**config.mk**
```make
export PLATFORM = sky130hd
export DESIGN_NAME = collapse_fifo
export DESIGN_NICKNAME = d
export VERILOG_FILES = /design/src/rtl/collapse_fifo_pkg.sv /design/src/rtl/collapse_fifo_occ.sv /design/src/rtl/collapse_fifo_cell.sv /design/src/rtl/collapse_fifo.sv
export SDC_FILE = /design/constraint.sdc
export NUM_CORES = 1
export LEC_CHECK = 0
export ABC_AREA = 0
export BUFFER_PORTS_ARGS = -buffer_cell sky130_fd_sc_hd__buf_2
export CELL_PAD_IN_SITES_DETAIL_PLACEMENT = 1
export CELL_PAD_IN_SITES_GLOBAL_PLACEMENT = 1
export CORE_MARGIN = 3
export CORE_UTILIZATION = 50
export DETAILED_ROUTE_END_ITERATION = 8
export PLACE_DENSITY = 0.75
export SYNTH_ARGS = -nofsm -noshare
export SYNTH_HDL_FRONTEND = slang
export SYNTH_SLANG_ARGS = --single-unit
```
**constraint.sdc**
```tcl
create_clock -name clk -period 11.2 [get_ports clk]
set_input_delay 1.12 -clock clk [delete_from_list [all_inputs] [get_ports clk]]
set_output_delay 1.12 -clock clk [all_outputs]
set_load 0.005 [all_outputs]
```
**src/rtl/collapse_fifo_pkg.sv**
```systemverilog
package collapse_fifo_pkg;
  // per-cell action chosen by the occupancy controller
  typedef enum logic [1:0] {
    CELL_HOLD  = 2'd0,
    CELL_SHIFT = 2'd1,
    CELL_LOAD  = 2'd2
  } cell_op_e;
endpackage

```
**src/rtl/collapse_fifo_occ.sv**
```systemverilog
module collapse_fifo_occ
  import collapse_fifo_pkg::*;
#(
  parameter int DEPTH = 8
) (
  input  logic             clk,
  input  logic             rst,
  input  logic             push,
  input  logic             pop,
  output logic [DEPTH-1:0] occ,
  output cell_op_e         cell_op [DEPTH]
);
  logic [DEPTH-1:0] occ_nxt;
  logic [DEPTH-1:0] occ_above;
  logic [DEPTH-1:0] occ_below;

  // neighbour views: cell above (farther from head), cell below (toward head)
  assign occ_above = {1'b0, occ[DEPTH-1:1]};
  assign occ_below = {occ[DEPTH-2:0], 1'b1};

  always_comb begin
    unique case ({push, pop})
      2'b10:   occ_nxt = occ | occ_below;
      2'b01:   occ_nxt = occ_above;
      default: occ_nxt = occ;
    endcase
  end

  always_comb begin
    for (int i = 0; i < DEPTH; i++) begin
      cell_op[i] = CELL_HOLD;
      if (pop) begin
        // occupied cells move toward the head
        if (occ_above[i])
          cell_op[i] = CELL_SHIFT;
        else if (push && occ[i])
          cell_op[i] = CELL_LOAD;   // slot freed by the shift
      end else if (push && !occ[i] && occ_below[i]) begin
        cell_op[i] = CELL_LOAD;     // first free cell behind the run
      end
    end
  end

  always_ff @(posedge clk) begin
    if (rst) occ <= '0;
    else     occ <= occ_nxt;
  end
endmodule

```
**src/rtl/collapse_fifo_cell.sv**
```systemverilog
module collapse_fifo_cell
  import collapse_fifo_pkg::*;
#(
  parameter int WIDTH = 32
) (
  input  logic             clk,
  input  cell_op_e         op,
  input  logic [WIDTH-1:0] bus_in,
  input  logic [WIDTH-1:0] next_in,
  output logic [WIDTH-1:0] q
);
  always_ff @(posedge clk) begin
    unique case (op)
      CELL_LOAD:  q <= bus_in;
      CELL_SHIFT: q <= next_in;
      default:    q <= q;
    endcase
  end
endmodule

```
**src/rtl/collapse_fifo.sv**
```systemverilog
module collapse_fifo
  import collapse_fifo_pkg::*;
#(
  parameter int DEPTH = 8,
  parameter int WIDTH = 32
) (
  input  logic             clk,
  input  logic             rst,
  input  logic             in_valid,
  output logic             in_ready,
  input  logic [WIDTH-1:0] in_data,
  output logic             out_valid,
  input  logic             out_ready,
  output logic [WIDTH-1:0] out_data,
  output logic [DEPTH-1:0] occ,
  output logic             full,
  output logic             empty
);
  logic             push;
  logic             pop;
  cell_op_e         cell_op [DEPTH];
  logic [WIDTH-1:0] cell_q  [DEPTH];

  assign full      = occ[DEPTH-1];
  assign empty     = ~occ[0];
  assign out_valid = occ[0];
  assign in_ready  = ~full | out_ready;
  assign pop       = out_valid & out_ready;
  assign push      = in_valid & in_ready;
  assign out_data  = cell_q[0];

  collapse_fifo_occ #(.DEPTH(DEPTH)) u_occ (
    .clk     (clk),
    .rst     (rst),
    .push    (push),
    .pop     (pop),
    .occ     (occ),
    .cell_op (cell_op)
  );

  for (genvar g = 0; g < DEPTH; g++) begin : g_cell
    logic [WIDTH-1:0] nxt;
    if (g == DEPTH-1) begin : g_top
      assign nxt = '0;
    end else begin : g_mid
      assign nxt = cell_q[g+1];
    end
    collapse_fifo_cell #(.WIDTH(WIDTH)) u_cell (
      .clk     (clk),
      .op      (cell_op[g]),
      .bus_in  (in_data),
      .next_in (nxt),
      .q       (cell_q[g])
    );
  end
endmodule

```
==> flow_summary.toml <==
[power]
switching_power_mw = 0.485
seqPwrFrac = 0.514
power_density_mw_per_mm2 = 181
peakVddDrop_mv = 0.105
power.internal_mw = 1.79
switching_share = 0.213
clockPowerShare = 0.419
p_comb_frac = 0.067
p_leak_nw = 4.37

[timing]
rsz0062_at_grt = "no"
fin_crit_sh = 0.276
fin_ws_ns = 8.11
tightest_slew_ns = 1.29
relSlewSlack = 0.140
slew_viol_final = 0
fin_crit_ns = 3.09
finClkSkew_ns = 0.00806
fmaxAchievable_mhz = 324
hold_violations = 0
setup_viol = 0
fin_tns_setup_ns = 0

[setup_path]
crit_path_start_kind = "input port"
path_max_fanout = 34
worstPathRequired_ns = 11.33
path_class = "in -> reg"
timing.rr.end = "g_cell[3].u_cell.q[21]$_DFFE_PP_"
r2r_start = "u_occ.occ[0]$_SDFFE_PP0P_"
r2r_slack_ns = 8.18
cp-end-kind = "register"
cp.arrival_ns = 3.22
worstRegToRegCells = 3

[yosys]
netlist_area_mm2 = 0.0111
synth_fp_nets = 617
yosys.area.top_type = "edfxtp_1"
synth_cell_types = 30
postSynthAreaPerCell_um2 = 19.1
synth.ff_latch_count = 264
synth_cells = 580
yosysTopAreaCellShare = 0.692
yosys_warnings = 0
synth_area_leaders = "edfxtp_1 69%, mux2_2 21%, buf_6 2.3%"
yosysSeqAreaShare = 0.707

[cts]
clkTransAtPathRegs_ns = 0.06
clock_latency_ns = 0.52
cts-buffers-inserted = 27
htreeDepth = 1
cts_hold_buf = 0
cts_setup_buffers = 0
ctsResizeCount = 0
clock_path_buffers = 3
cts_tree = "built"
cts_root_buf = "clkbuf_16"
cts.sinks = 264

[layout]
mostFrequentLayoutCell = "edfxtp_1"
area.growth.synth_to_final_pct = 13.4
diodes = 0
final_cell_mix = "256 x edfxtp_1, 207 x mux2_2, 79 x buf_2, 27 x clkbuf_16, 17 x mux2_1"
layout.nets = 700
drive_gt1_frac = 0.515

[die]
die_y_um = 155
initial_core_util = 0.518
io_pins = 80
die-area_mm2 = 0.0240
die_w_um = 155
std_cell_rows = 53
core_area_mm2 = 0.0214

[routing]
antenna_left = 0
num_vias = 5423
post_drt_wl_per_cell_um = 23.7
drt_iter0_drc = 309
routed_wl_um = 22700
drc_errors = 0
viasPerCell = 5.66
first_pass_iters = 6

[grt]
grt_usage = 0.190
antenna_found_initial = 0
grt_pass1_wl_um = 35600
gr-total-overflow = 0
grt_start_max_net_pins = 35
grt_pass1_vias = 6028

[status]
status = "complete, no violations"

[placement]
dp_hpwl_um = 13100
dp_slack_ns = 7.53
port_buffers = 79
gp_congestion = 0.786

[hold_path]
whs_endpoint = "g_cell[0].u_cell.q[3]$_DFFE_PP_"
hold_path.class = "reg -> reg"
min_path_cells = 1
min_from = "g_cell[1].u_cell.q[3]$_DFFE_PP_"

[flow_run]
max-cap-violations = 0
[sequential cells by signal, indices dropped and copies added, names as in the netlist]
signal,flops
u_occ.occ,8
g_cell.u_cell.q,256
[layer usage]
layer,track usage,vias up,wire length [um],part of all wire
li1,-,2443,-,-
met1,0.260,2836,9760,0.43
met2,0.328,115,11600,0.51
met3,0.0253,29,1000,0.044
met4,0.0391,0,381,0.017
met5,0,-,0,0
[kinds of logic after synthesis]
family                     count (synthesis)  synth area share
AOI/OAI and AO/OA                         22            0.0130
xor gates and xnor gates                   1          0.000789
adders and majority gates                  1           0.00113
buffers and inverters                     30            0.0268
DFF                                      264             0.707
muxes                                    224             0.227
and+or+nand+nor                           38            0.0245
[worst max-delay path, stage by stage]
cell	delay (ns)
buf_2	0.33
nand3_4	0.48
a21boi_0	0.35
o21ai_4	0.92
[per-stage QoR]
stage	power (mW)	area [um^2]	hold slack [ns]	std cells	utilization
3_3_place_gp	1.33	11700	0.504	909	0.544
5_1_grt	2.35	12600	0.542	958	0.588
3_5_place_dp	1.34	11700	0.520	909	0.544
4_1_cts	2.30	12600	0.537	958	0.588
2_1_floorplan	1.28	11100	0.501	580	-
6_report	2.28	12600	0.532	958	0.588
[cell type report]
class	count	area [um^2]
Sequential cell	264	7850
Clock buffer	30	687
Timing Repair Buffer	80	403
Fill cell	1912	8820
Multi-Input combinational cell	286	3040
Clock inverter	19	253
Tap cell	275	344
Inverter	4	20.0
[Yosys cell counts]
library cell / instances
inv_1: 3
buf_1: 1
a2bb2oi_1: 1
nand2_4: 4
a32o_1: 1
a221oi_1: 1
a21boi_0: 5
mux2_1: 17
nor2b_1: 4
nand4b_1: 1
a32oi_1: 1
edfxtp_1: 256
or3_1: 1
nor3_1: 5
xnor2_1: 1
ha_1: 1
clkinv_4: 1
a211oi_1: 2
mux2_2: 207
nor2_1: 8
and3_1: 1
nand3_4: 4
o21ai_0: 5
nand2_1: 3
nand2b_1: 2
or2_2: 5
buf_4: 2
buf_6: 23
a21oi_1: 6
dfxtp_1: 8
[worst max-delay path by stage]
stage | cells after the start | endpoint | start | slack, ns
finish | 4 | g_cell[3].u_cell.q[21]$_DFFE_PP_ | out_ready | 8.11
global route | 4 | g_cell[3].u_cell.q[21]$_DFFE_PP_ | out_ready | 7.94
CTS | 4 | g_cell[3].u_cell.q[21]$_DFFE_PP_ | out_ready | 8.07
detailed placement | 4 | g_cell[3].u_cell.q[17]$_DFFE_PP_ | out_ready | 7.53
global placement | 4 | g_cell[2].u_cell.q[14]$_DFFE_PP_ | out_ready | 7.72
floorplan | 4 | g_cell[7].u_cell.q[0]$_DFFE_PP_ | out_ready | 6.76
[power by group through the flow]
stage / Clock, mW / Combinational (mW) / Sequential, mW
after floorplan: 0 / 0.0908 / 1.19
after global placement: 0 / 0.143 / 1.19
after detailed placement: 0 / 0.151 / 1.19
after CTS: 0.971 / 0.155 / 1.17
after global routing: 1.01 / 0.166 / 1.17
final: 0.955 / 0.152 / 1.17
(Power assumes the default switching activity.)
